`src/rtl/fsup_pkg.sv`:
```
package fsup_pkg;
  // Strobes handed from the control stage to the datapath each cycle.
  typedef struct packed {
    logic clrLatch;   // enable low or supply not valid: wipe count and latches
    logic ovCount;    // counted overvoltage rise (outside soft-start)
    logic ocTrip;     // overcurrent seen while live
    logic ovPresent;  // selected overvoltage flag level
    logic baseOff;    // gates off for non-latched reasons
    logic pgCond;     // raw good condition before latched faults
  } fsupStrobe_t;
endpackage

```
`src/rtl/fsup_sticky.sv`:
```
module fsup_sticky (
  input  logic clk,
  input  logic rstN,
  input  logic setIn,
  input  logic clrIn,
  output logic qNext,
  output logic q
);
  // clear takes priority over set
  always_comb qNext = clrIn ? 1'b0 : (q | setIn);

  always_ff @(posedge clk or negedge rstN) begin
    if (!rstN) q <= 1'b0;
    else       q <= qNext;
  end
endmodule

```
`src/rtl/fsup_ctrl.sv`:
```
module fsup_ctrl
  import fsup_pkg::*;
(
  input  logic        clk,
  input  logic        rstN,
  input  logic        enable,
  input  logic        ovNarrow,
  input  logic        ovWide,
  input  logic        offsetMode,
  input  logic        uvFlag,
  input  logic        ocFlag,
  input  logic        supAboveStart,
  input  logic        supBelowStop,
  input  logic        thermFlag,
  input  logic        softStartActive,
  output fsupStrobe_t strb
);
  logic supplyOkQ, supplyOkN;
  logic ovSel, ovSelQ;
  logic live;

  // Supply hysteresis: stop crossing wins, start crossing sets, else hold.
  always_comb begin
    if (supBelowStop)       supplyOkN = 1'b0;
    else if (supAboveStart) supplyOkN = 1'b1;
    else                    supplyOkN = supplyOkQ;
  end

  always_comb ovSel = offsetMode ? ovWide : ovNarrow;
  always_comb live  = enable & supplyOkN;

  always_ff @(posedge clk or negedge rstN) begin
    if (!rstN) begin
      supplyOkQ <= 1'b0;
      ovSelQ    <= 1'b0;
    end else begin
      supplyOkQ <= supplyOkN;
      ovSelQ    <= ovSel;
    end
  end

  always_comb begin
    strb.clrLatch  = ~live;
    strb.ovCount   = live & ovSel & ~ovSelQ & ~softStartActive;
    strb.ocTrip    = live & ocFlag;
    strb.ovPresent = ovSel;
    strb.baseOff   = ~live | thermFlag;
    strb.pgCond    = live & ~thermFlag & ~ovSel & ~uvFlag & ~softStartActive;
  end

  AST_SUPPLY_HOLD: assert property (@(posedge clk) disable iff (!rstN)
    (!supBelowStop && !supAboveStart) |=> $stable(supplyOkQ));
  AST_SOFTSTART_NOCOUNT: assert property (@(posedge clk) disable iff (!rstN)
    softStartActive |-> !strb.ovCount);
endmodule

```
`src/rtl/fsup_dp.sv`:
```
module fsup_dp
  import fsup_pkg::*;
#(
  parameter int OV_LIMIT = 8,
  parameter int PG_RISE  = 12
) (
  input  logic        clk,
  input  logic        rstN,
  input  fsupStrobe_t strb,
  output logic        pgood,
  output logic        gateOff,
  output logic        forceLowOn,
  output logic        compPull,
  output logic        shutdown
);
  localparam int OVW = $clog2(OV_LIMIT + 1);
  localparam int PGW = $clog2(PG_RISE + 1);
  localparam logic [OVW-1:0] OV_MAX  = OVW'(OV_LIMIT);
  localparam logic [OVW-1:0] OV_LAST = OVW'(OV_LIMIT - 1);
  localparam logic [PGW-1:0] PG_MAX  = PGW'(PG_RISE);

  logic [OVW-1:0] ovCnt, ovCntN;
  logic [PGW-1:0] pgCnt, pgCntN;
  logic ocNext, ocQ, shutNext, shutQ, shutSet;
  logic gateOffN, forceN, pgAll, pgoodN;

  // Overvoltage event counter, saturating at the limit.
  always_comb begin
    if (strb.clrLatch)                     ovCntN = '0;
    else if (strb.ovCount && ovCnt != OV_MAX) ovCntN = ovCnt + 1'b1;
    else                                   ovCntN = ovCnt;
  end
  always_comb shutSet = strb.ovCount && (ovCnt == OV_LAST);

  fsup_sticky u_ocLatch (
    .clk(clk), .rstN(rstN), .setIn(strb.ocTrip), .clrIn(strb.clrLatch),
    .qNext(ocNext), .q(ocQ)
  );
  fsup_sticky u_shutLatch (
    .clk(clk), .rstN(rstN), .setIn(shutSet), .clrIn(strb.clrLatch),
    .qNext(shutNext), .q(shutQ)
  );

  always_comb begin
    gateOffN = strb.baseOff | ocNext | shutNext;
    forceN   = strb.ovPresent & ~gateOffN;
    pgAll    = strb.pgCond & ~ocNext & ~shutNext;
    if (!pgAll)               pgCntN = '0;
    else if (pgCnt == PG_MAX) pgCntN = pgCnt;
    else                      pgCntN = pgCnt + 1'b1;
    pgoodN   = pgAll && (pgCntN == PG_MAX);
  end

  always_ff @(posedge clk or negedge rstN) begin
    if (!rstN) begin
      ovCnt      <= '0;
      pgCnt      <= '0;
      pgood      <= 1'b0;
      gateOff    <= 1'b1;
      forceLowOn <= 1'b0;
      compPull   <= 1'b1;
    end else begin
      ovCnt      <= ovCntN;
      pgCnt      <= pgCntN;
      pgood      <= pgoodN;
      gateOff    <= gateOffN;
      forceLowOn <= forceN;
      compPull   <= gateOffN | forceN;
    end
  end

  always_comb shutdown = shutQ;

  AST_OVCNT_BOUND: assert property (@(posedge clk) disable iff (!rstN)
    ovCnt <= OV_MAX);
  AST_SHUT_ON_LAST: assert property (@(posedge clk) disable iff (!rstN)
    $rose(shutQ) |-> $past(ovCnt) == OV_LAST);
  AST_PG_RISE_RUN: assert property (@(posedge clk) disable iff (!rstN)
    $rose(pgood) |-> $past(pgCnt) == PGW'(PG_RISE - 1));
  AST_OC_NO_PGOOD: assert property (@(posedge clk) disable iff (!rstN)
    ocQ |-> !pgood);
endmodule

```
`src/rtl/fault_supervisor.sv`:
```
module fault_supervisor
  import fsup_pkg::*;
#(
  parameter int OV_LIMIT = 8,
  parameter int PG_RISE  = 12
) (
  input  logic clk,
  input  logic rstN,
  input  logic enable,
  input  logic ovNarrow,
  input  logic ovWide,
  input  logic offsetMode,
  input  logic uvFlag,
  input  logic ocFlag,
  input  logic supAboveStart,
  input  logic supBelowStop,
  input  logic thermFlag,
  input  logic softStartActive,
  output logic pgood,
  output logic gateOff,
  output logic forceLowOn,
  output logic compPull,
  output logic shutdown
);
  fsupStrobe_t strb;

  fsup_ctrl u_ctrl (
    .clk(clk), .rstN(rstN), .enable(enable),
    .ovNarrow(ovNarrow), .ovWide(ovWide), .offsetMode(offsetMode),
    .uvFlag(uvFlag), .ocFlag(ocFlag),
    .supAboveStart(supAboveStart), .supBelowStop(supBelowStop),
    .thermFlag(thermFlag), .softStartActive(softStartActive),
    .strb(strb)
  );

  fsup_dp #(.OV_LIMIT(OV_LIMIT), .PG_RISE(PG_RISE)) u_dp (
    .clk(clk), .rstN(rstN), .strb(strb),
    .pgood(pgood), .gateOff(gateOff), .forceLowOn(forceLowOn),
    .compPull(compPull), .shutdown(shutdown)
  );

  AST_UVLO_GATES: assert property (@(posedge clk) disable iff (!rstN)
    supBelowStop |=> (gateOff && !forceLowOn));
  AST_PG_FALL: assert property (@(posedge clk) disable iff (!rstN)
    uvFlag |=> !pgood);
  AST_SOFTSTART_MASK: assert property (@(posedge clk) disable iff (!rstN)
    (softStartActive && !shutdown) |=> !shutdown);
  AST_THERM_OFF: assert property (@(posedge clk) disable iff (!rstN)
    thermFlag |=> gateOff);
endmodule

```
`config.mk`:
```
export PLATFORM = sky130hd
export DESIGN_NAME = fault_supervisor
export DESIGN_NICKNAME = d
export VERILOG_FILES = /design/src/rtl/fsup_pkg.sv /design/src/rtl/fsup_sticky.sv /design/src/rtl/fsup_ctrl.sv /design/src/rtl/fsup_dp.sv /design/src/rtl/fault_supervisor.sv
export SDC_FILE = /design/constraint.sdc
export NUM_CORES = 1
export LEC_CHECK = 0
export BUFFER_PORTS_ARGS = -buffer_cell sky130_fd_sc_hd__buf_4
export CAP_MARGIN = 25
export CORE_MARGIN = 2
export CORE_UTILIZATION = 45
export DETAILED_ROUTE_END_ITERATION = 6
export PLACE_DENSITY = 0.68
export SLEW_MARGIN = 20
export SYNTH_ARGS = -nofsm -noshare
export SYNTH_HDL_FRONTEND = slang
export SYNTH_SLANG_ARGS = --single-unit
```
`constraint.sdc`:
```
create_clock -name clk -period 1.75 [get_ports clk]
set_clock_uncertainty 0.15 [all_clocks]
set_input_delay 0.175 -clock clk [delete_from_list [all_inputs] [get_ports clk]]
set_output_delay 0.175 -clock clk [all_outputs]
set_load 0.005 [all_outputs]
```
* Word-level counts from Yosys, hierarchy flattened
Index checks and enable logic that the tools add are counted.
Word-level totals: register bits 16, bits of input ports 12, output and inout bits 5
Operators by class: add/subtract/negate cells 2, equal/unequal tests 5, muxes and demuxes 9, bitwise gates (word level) 27, reductions and logical operators 3
Operators by type and width (number):
- $mux W4 | 4
- $and A1 B1 Y1 | 12
- $not A1 Y1 | 9
- $add A4 B1 Y4 const B | 2
- $eq A4 B4 Y1 const B | 2
- $or A1 B1 Y1 | 6
- $mux W1 | 5
- $eq A4 B3 Y1 const B | 1
- $ne A4 B4 Y1 const B | 1
- $logic_and A1 B1 Y1 | 3
- $ne A2 B1 Y1 const B | 1

* Logic depth before layout (Yosys ltp)
Gate-level depths: netlist (run 1).
word-level depth 14, depth in mapped cells 6

* By module
From an unflattened synthesis (run 1), not the netlist that was laid out.
Unflattened totals: cells, all modules 74, area total of the unflattened synthesis 800.8 um^2
Modules (own cells, without submodules):
- fsup_dp | times used 1, cells each 59, area each 600.6 um^2, sequential area each 302.8 um^2
- fsup_ctrl | times used 1, cells each 11, area each 130.1 um^2, sequential area each 50.0 um^2
- fsup_sticky | times used 2, cells each 2, area each 35.0 um^2, sequential area each 25.0 um^2

* Worst setup path after synthesis (run 1)
Ideal clock, no wire load.
path type reg2reg, start register u_dp.pgCnt[0], end register u_dp.pgood, setup time 96 ps, data arrival time 1121 ps, required time 1504 ps, setup slack 383 ps, stages on the path, launching flop included 7, path buffers 0, period minus slack after synthesis 1367 ps, cells stage by stage dfrtp_1 -> inv_1 -> ha_1 -> nand2_1 -> nand3_1 -> o21ai_0 -> nor4_2
On the way: cells in the longest elaborated chain, start to end 5, elaborated cells on any way between the ends 6, classes of those cells 1 x add/sub; 2 x eq/ne; 2 x mux; 1 x reduce/logical
RTL lines:
- start, declared | RTL line fsup_dp.sv:23 | logic [PGW-1:0] pgCnt, pgCntN;
- start signal, assigned | RTL line fsup_dp.sv:64 | pgCnt <= pgCntN;
- $add A4 B1 Y4 / $eq A4 B4 Y1 (equally long branches) | RTL line fsup_dp.sv:50, fsup_dp.sv:49
- $mux W4 (*) | RTL line fsup_dp.sv:49 | else if (pgCnt == PG_MAX) pgCntN = pgCnt;
- $mux W4 (*) | RTL line fsup_dp.sv:48 | if (!pgAll) pgCntN = '0;
- $eq A4 B4 Y1 (*) | RTL line fsup_dp.sv:51 | pgoodN = pgAll && (pgCntN == PG_MAX);
- $logic_and A1 B1 Y1 (*) | RTL line fsup_dp.sv:51
- named net u_dp.pgoodN | RTL line fsup_dp.sv:25 | logic gateOffN, forceN, pgAll, pgoodN;
- end signal, assigned | RTL line fsup_dp.sv:65 | pgood <= pgoodN;
- end, declared | RTL line fsup_dp.sv:10 | output logic pgood,
Mark *: on every way through the listed nets, which the timed path passes. The rest lies on a longest branch. A chain may end at the register's enable or synchronous reset.

* Worst setup path after layout (run 1)
start input ocFlag, end register u_dp.pgood
On the way: cells in the longest elaborated chain, start to end 9
RTL lines:
- start, declared | RTL line fault_supervisor.sv:14 | input logic ocFlag,
- $and A1 B1 Y1 (*) | RTL line fsup_ctrl.sv:45 | strb.ocTrip = live & ocFlag;
- $or A1 B1 Y1 (*) | RTL line fsup_sticky.sv:10 | always_comb qNext = clrIn ? 1'b0 : (q | setIn);
- $mux W1 (*) | RTL line fsup_sticky.sv:10
- $not A1 Y1 (*) | RTL line fsup_dp.sv:47 | pgAll = strb.pgCond & ~ocNext & ~shutNext;
- $and A1 B1 Y1 (*) (2 in a row) | RTL line fsup_dp.sv:47
- $mux W4 | RTL line fsup_dp.sv:48
- $eq A4 B4 Y1 | RTL line fsup_dp.sv:51
- $logic_and A1 B1 Y1 (*) | RTL line fsup_dp.sv:51
- named net u_dp.pgoodN | RTL line fsup_dp.sv:25
Marked as above.

==> results.toml, run 1 <==
[synth]
synth_top_family_by_area = "simple AND/OR/NAND/NOR gates"
syn_nets = 87
synth_warnings = 0
synth_area_um2 = 771
muxShareOfSynthArea = 0.0325
async_flop_share = 1.00
synthSimpleGateAreaFrac = 0.263
synth_cells = 71
synthTopCellsByArea = "dfrtp_1 (45%), dfstp_2 (6.8%), ha_1 (6.5%)"
synthAdderAreaFrac = 0.0649
synth_edf_count = 0
ys_ff_latch = 16
synth_top_area_frac = 0.455
syn_area_per_cell_um2 = 10.9
synth_compound_area_frac = 0.0519
seq_area_frac_synth = 0.523
synthDistinctLibCells = 27
synth_xor_xnor_area_share = 0.0455
yosysTopAreaCell = "dfrtp_1"
synthFlopType = "dfrtp_1"

[drt]
drc = 0
drt_iter0_drc = 17
firstDrtPassIters = 4
wl_per_cell_um = 12.9
drt-vias-per-instance = 5.44
vias = 598
ant_nets = 0
wirelength_mm = 1.42

[floorplan]
fp.dieW_um = 45.4
die_y_um = 45.4
core.rowCount = 14
start_util = 0.494
dieArea_um2 = 2060
pin_count = 17
core_um2 = 1560

[power_and_ir_drop]
power_mw = 0.626
p_leak_nw = 0.438
p_clk_frac = 0.298
combPwrFrac = 0.098
intPower_mw = 0.488
swShare = 0.221
powerDensity_nw_per_um2 = 649
p_sw_mw = 0.139
peakVddDrop_mv = 0.386
seq_power_share = 0.604

[critical_path]
required_ns = 1.79
start_kind = "primary input"
reg2reg_from = "u_dp.pgCnt[0]"
worstSetupEndpointType = "flop"
worstReg2RegEnd = "u_dp.pgood"
arrival_ns = 1.68
r2r_setup_slack_ns = 0.25
r2r_cells = 6
cp_max_fo = 5
crit_path_start = "ocFlag"
endpoint = "u_dp.pgood"
worstSetupPathType = "primary input to flop"

[clock_tree]
cts_buffers = 3
clk_pin_slew_ns = 0.09
cts_max_path_buffers = 2
clock_latency_ns = 0.28
ctsResizeCount = 0
ctsRootBufferMaster = "clkbuf_4"
clock_sinks = 16
cts_tree = "done"
htreeDepth = 1

[sta]
tns_ns = 0
finalHoldViolations = 0
worst_pin_slew_ns = 0.285
drv_slew = 0
period_needed_ns = 1.64
fin_ws_ns = 0.107
slew_headroom = 0.808
rsz0062_at_grt = "false"
timing.hold.ws_ns = 0.00967
period_share = 0.939
max_freq_mhz = 609
setup_violations = 0

[layout]
area_growth_pct = 25.3
drive_gt1_frac = 0.301
final_cell_mix = "buf_4 (16), dfrtp_1 (14), nor2_1 (13), nand2_1 (5)"
fin_nets = 111
multi_input_area_um2 = 353
final_common_cell = "buf_4"
final_cells = 110
post-route-util = 0.620
regArea_um2 = 403
nFillCells = 139
final_design_area_no_fill_um2 = 966

[hold_path]
hp-class = "primary input to flop"
worstHoldStart = "supAboveStart"

[placed_design]
dp_hpwl_mm = 1.04
dpl-instance-area_um2 = 911
place_congestion = 0.745
port_buffers = 16
pre_cts_slack_ns = 0.277
dp_cells = 103

[status]
status = "completed"

[run]
maxCapViolations = 0

[global_route]
first_global_vias = 581
grt_max_degree = 17
grt_usage = 0.164
antenna_found_initial = 0
grt_overflow_total = 0
grt_pass1_wl_mm = 2.45
[sequential cells by signal, summed over array words and instances (netlist names)]
register and cells:
u_dp.u_shutLatch.q 1, u_dp.forceLowOn 1, u_dp.ovCnt 4, u_ctrl.ovSelQ 1, u_dp.pgood 1, u_dp.gateOff 1, u_dp.u_ocLatch.q 1, u_dp.compPull 1
u_ctrl.supplyOkQ 1, u_dp.pgCnt 4
[cells in the mapped netlist (all sizes together) (2+ instances only)]
library cell	n
and3	2
dfrtp	14
dfstp	2
ha	4
inv	4
nand2	6
nand3	3
nand4	2
nor2	13
nor3	2
nor4	2
o21ai	2
xnor2	2
xor2	2
[worst min path at each step]
stage / end / cells after the start
after floorplan: u_ctrl.ovSelQ / 0
after global placement: u_dp.pgCnt[2] / 1
after detailed placement: u_dp.pgCnt[2] / 1
after CTS: u_ctrl.supplyOkQ / 3
after global routing: u_ctrl.ovSelQ / 2
final: u_ctrl.supplyOkQ / 3
[metal layers]
metal  vias to the layer above  wire length (um)  track usage
met3                         0                64       0.0476
met1                       288               670        0.210
met5                         -                 0            0
met2                        14               689        0.248
li1                        296                 -            -
met4                         0                 0       0.0882
[layout make-up]
cell class,instances,area share
Timing Repair Buffer,19,0.155
Sequential cell,16,0.417
Antenna cell,1,0.00259
Tap cell,16,0.0207
Inverter,4,0.0155
Clock buffer,3,0.0233
Multi-Input combinational cell,51,0.365
[repair_timing]
| item | CTS | global route |
|---|---|---|
| hold buffers | 3 | 0 |
| setup buffers | 0 | 0 |
| hold endpoints to repair | 18 | 0 |
[power groups by stage]
| stage | Sequential, mW | Clock (mW) | Combinational, mW |
|---|---|---|---|
| 2_1_floorplan | 0.385 | 0 | 0.0222 |
| 4_1_cts | 0.378 | 0.199 | 0.0627 |
| 6_report | 0.378 | 0.187 | 0.0617 |
| 3_3_place_gp | 0.385 | 0 | 0.0552 |
| 3_5_place_dp | 0.385 | 0 | 0.0571 |
| 5_1_grt | 0.379 | 0.214 | 0.0689 |
[worst max-delay path, stage by stage]
cell and delay [ns]:
dlygate4sd3_1 0.56, buf_4 0.14, nor3_1 0.15, and4bb_2 0.31
nand2_2 0.10, nor4_2 0.24
[logic make-up after synthesis]
logic type,Yosys count
AO/OA/AOI/OAI,6
XOR/XNOR,4
adder cells (fa/ha/maj),4
buffers and inverters,4
flip-flops,16
multiplexers,2
AND/OR/NAND/NOR,35
(Power assumes the default switching activity.)
==> inputs of run 2 (changes only) <==
- CORE_MARGIN: 2 -> default
==> results.toml, run 2 (synthesis results as in run 1) <==
[layout]
drive_gt1_frac = 0.301
post-route-util = 0.618
regArea_um2 = 403
final_common_cell = "buf_4"
final_cells = 109
final_design_area_no_fill_um2 = 963
final_cell_mix = "buf_4 (16), dfrtp_1 (14), nor2_1 (13), nand2_1 (5)"
nFillCells = 131
multi_input_area_um2 = 353
largestRegisters = "u_dp.ovCnt: 4 flops, u_dp.pgCnt: 4 flops"
fin_nets = 111
area_growth_pct = 25.0
antennaDiodeCount = 0

[sta]
drv_slew = 0
worst_pin_slew_ns = 0.264
max_freq_mhz = 602
rsz0062_at_grt = "false"
timing.hold.ws_ns = 0.0392
setup_violations = 0
period_share = 0.949
finalHoldViolations = 0
tns_ns = 0
slew_headroom = 0.822
period_needed_ns = 1.66

[floorplan]
fp.dieW_um = 43.4
core_um2 = 1560
pin_count = 17
dieArea_um2 = 1880
die_y_um = 43.4
core.rowCount = 14
start_util = 0.494

[drt]
ant_nets = 0
vias = 599
drt-vias-per-instance = 5.50
drc = 6
drt_iter0_drc = 18
wirelength_mm = 1.30
wl_per_cell_um = 11.9
firstDrtPassIters = 6

[placed_design]
dpl-instance-area_um2 = 911
port_buffers = 16
dp_cells = 103
dp_hpwl_um = 972
place_congestion = 0.729

[global_route]
grt_overflow_total = 0
grt_usage = 0.166
grt_max_degree = 17
antenna_found_initial = 0
first_global_vias = 565
grt_pass1_wl_mm = 2.33

[critical_path]
arrival_ns = 1.70
crit_chain = "dlygate4sd3_1 > buf_4 > nor3_1 > and4bb_2 > nand2_2 > nor4_2"
critPathTopFamily = "simple AND/OR/NAND/NOR gates"
worstReg2RegEnd = "u_dp.pgood"
slowest_delay_ns = 0.54
r2r_cells = 6
reg2reg_from = "u_dp.pgCnt[0]"
worst-path-buf-inv = 2
start_kind = "primary input"
slowest_stage = "dlygate4sd3_1"
worstSetupPathType = "primary input to flop"
cp_max_fo = 5
r2r_setup_slack_ns = 0.27
worstSetupEndpointType = "flop"
required_ns = 1.79

[clock_tree]
htreeDepth = 1
cts_setup_buffers = 0
holdBufCountCts = 3
ctsResizeCount = 0
ctsRootBufferMaster = "clkbuf_4"
clk_pin_slew_ns = 0.09
cts_max_path_buffers = 2
cts_tree = "done"
clock_latency_ns = 0.27
clock_sinks = 16
cts_buffers = 3

[power_and_ir_drop]
p_leak_nw = 0.438
peakVddDrop_mv = 0.389
p_sw_mw = 0.136
intPower_mw = 0.488
combPwrFrac = 0.099
swShare = 0.218
powerDensity_nw_per_um2 = 647
seq_power_share = 0.606
p_clk_frac = 0.295

[hold_path]
worstHoldEndpoint = "u_ctrl.supplyOkQ"
hp-class = "primary input to flop"
hold_depth = 3
worstHoldStart = "supAboveStart"

[status]
status = "finished with violations"
violations = "DRC"

[run]
maxCapViolations = 0
[run 2: cell types whose count changed in the layout (fill, tap and decap cells not counted)]
cell	previous run	this run
diode_2	1	0
[run 2: worst max path at each step]
stage / slack, ns / startpoint / end / cells past startpoint
after floorplan: 0.38 / u_dp.pgCnt[0] / u_dp.pgood / 6
after global placement: 0.30 / u_dp.pgCnt[0] / u_dp.pgood / 6
after detailed placement: 0.28 / u_dp.pgCnt[0] / u_dp.pgood / 6
after CTS: 0.14 / ocFlag / u_dp.pgood / 6
after global routing: 0.04 / ocFlag / u_dp.pgood / 6
final: 0.09 / ocFlag / u_dp.pgood / 6
[run 2: worst reg2reg max path: stages (launching register included)]
cell and delay, ns:
dfrtp_1 0.47, inv_1 0.07, ha_1 0.24, nand2_1 0.10, o22ai_1 0.08, a32oi_1 0.21, nor4_2 0.05
[run 2: metal layers]
| metal | global-route usage | vias to the layer above | part of all wire |
|---|---|---|---|
| li1 | - | 293 | - |
| met1 | 0.209 | 285 | 0.47 |
| met2 | 0.282 | 21 | 0.48 |
| met3 | 0.0375 | 0 | 0.058 |
| met4 | 0.0563 | 0 | 0 |
| met5 | 0 | - | 0 |
[run 2: power groups by stage]
stage / clock [mW] / sequential (mW) / combinational [mW]
after floorplan: 0 / 0.385 / 0.0222
after global placement: 0 / 0.385 / 0.0556
after detailed placement: 0 / 0.385 / 0.0569
after CTS: 0.196 / 0.378 / 0.0624
after global routing: 0.202 / 0.379 / 0.0680
final: 0.184 / 0.378 / 0.0616
[run 2: through the flow]
stage / power (mW) / worst slack (ns)
2_1_floorplan: 0.407 / 0.383
3_3_place_gp: 0.441 / 0.302
3_5_place_dp: 0.442 / 0.282
4_1_cts: 0.637 / 0.141
5_1_grt: 0.649 / 0.0400
6_report: 0.624 / 0.0896
[run 2: cell type report]
class	instances	area share
Clock buffer	3	0.0234
Inverter	4	0.0156
Multi-Input combinational cell	51	0.366
Sequential cell	16	0.418
Tap cell	16	0.0208
Timing Repair Buffer	19	0.156
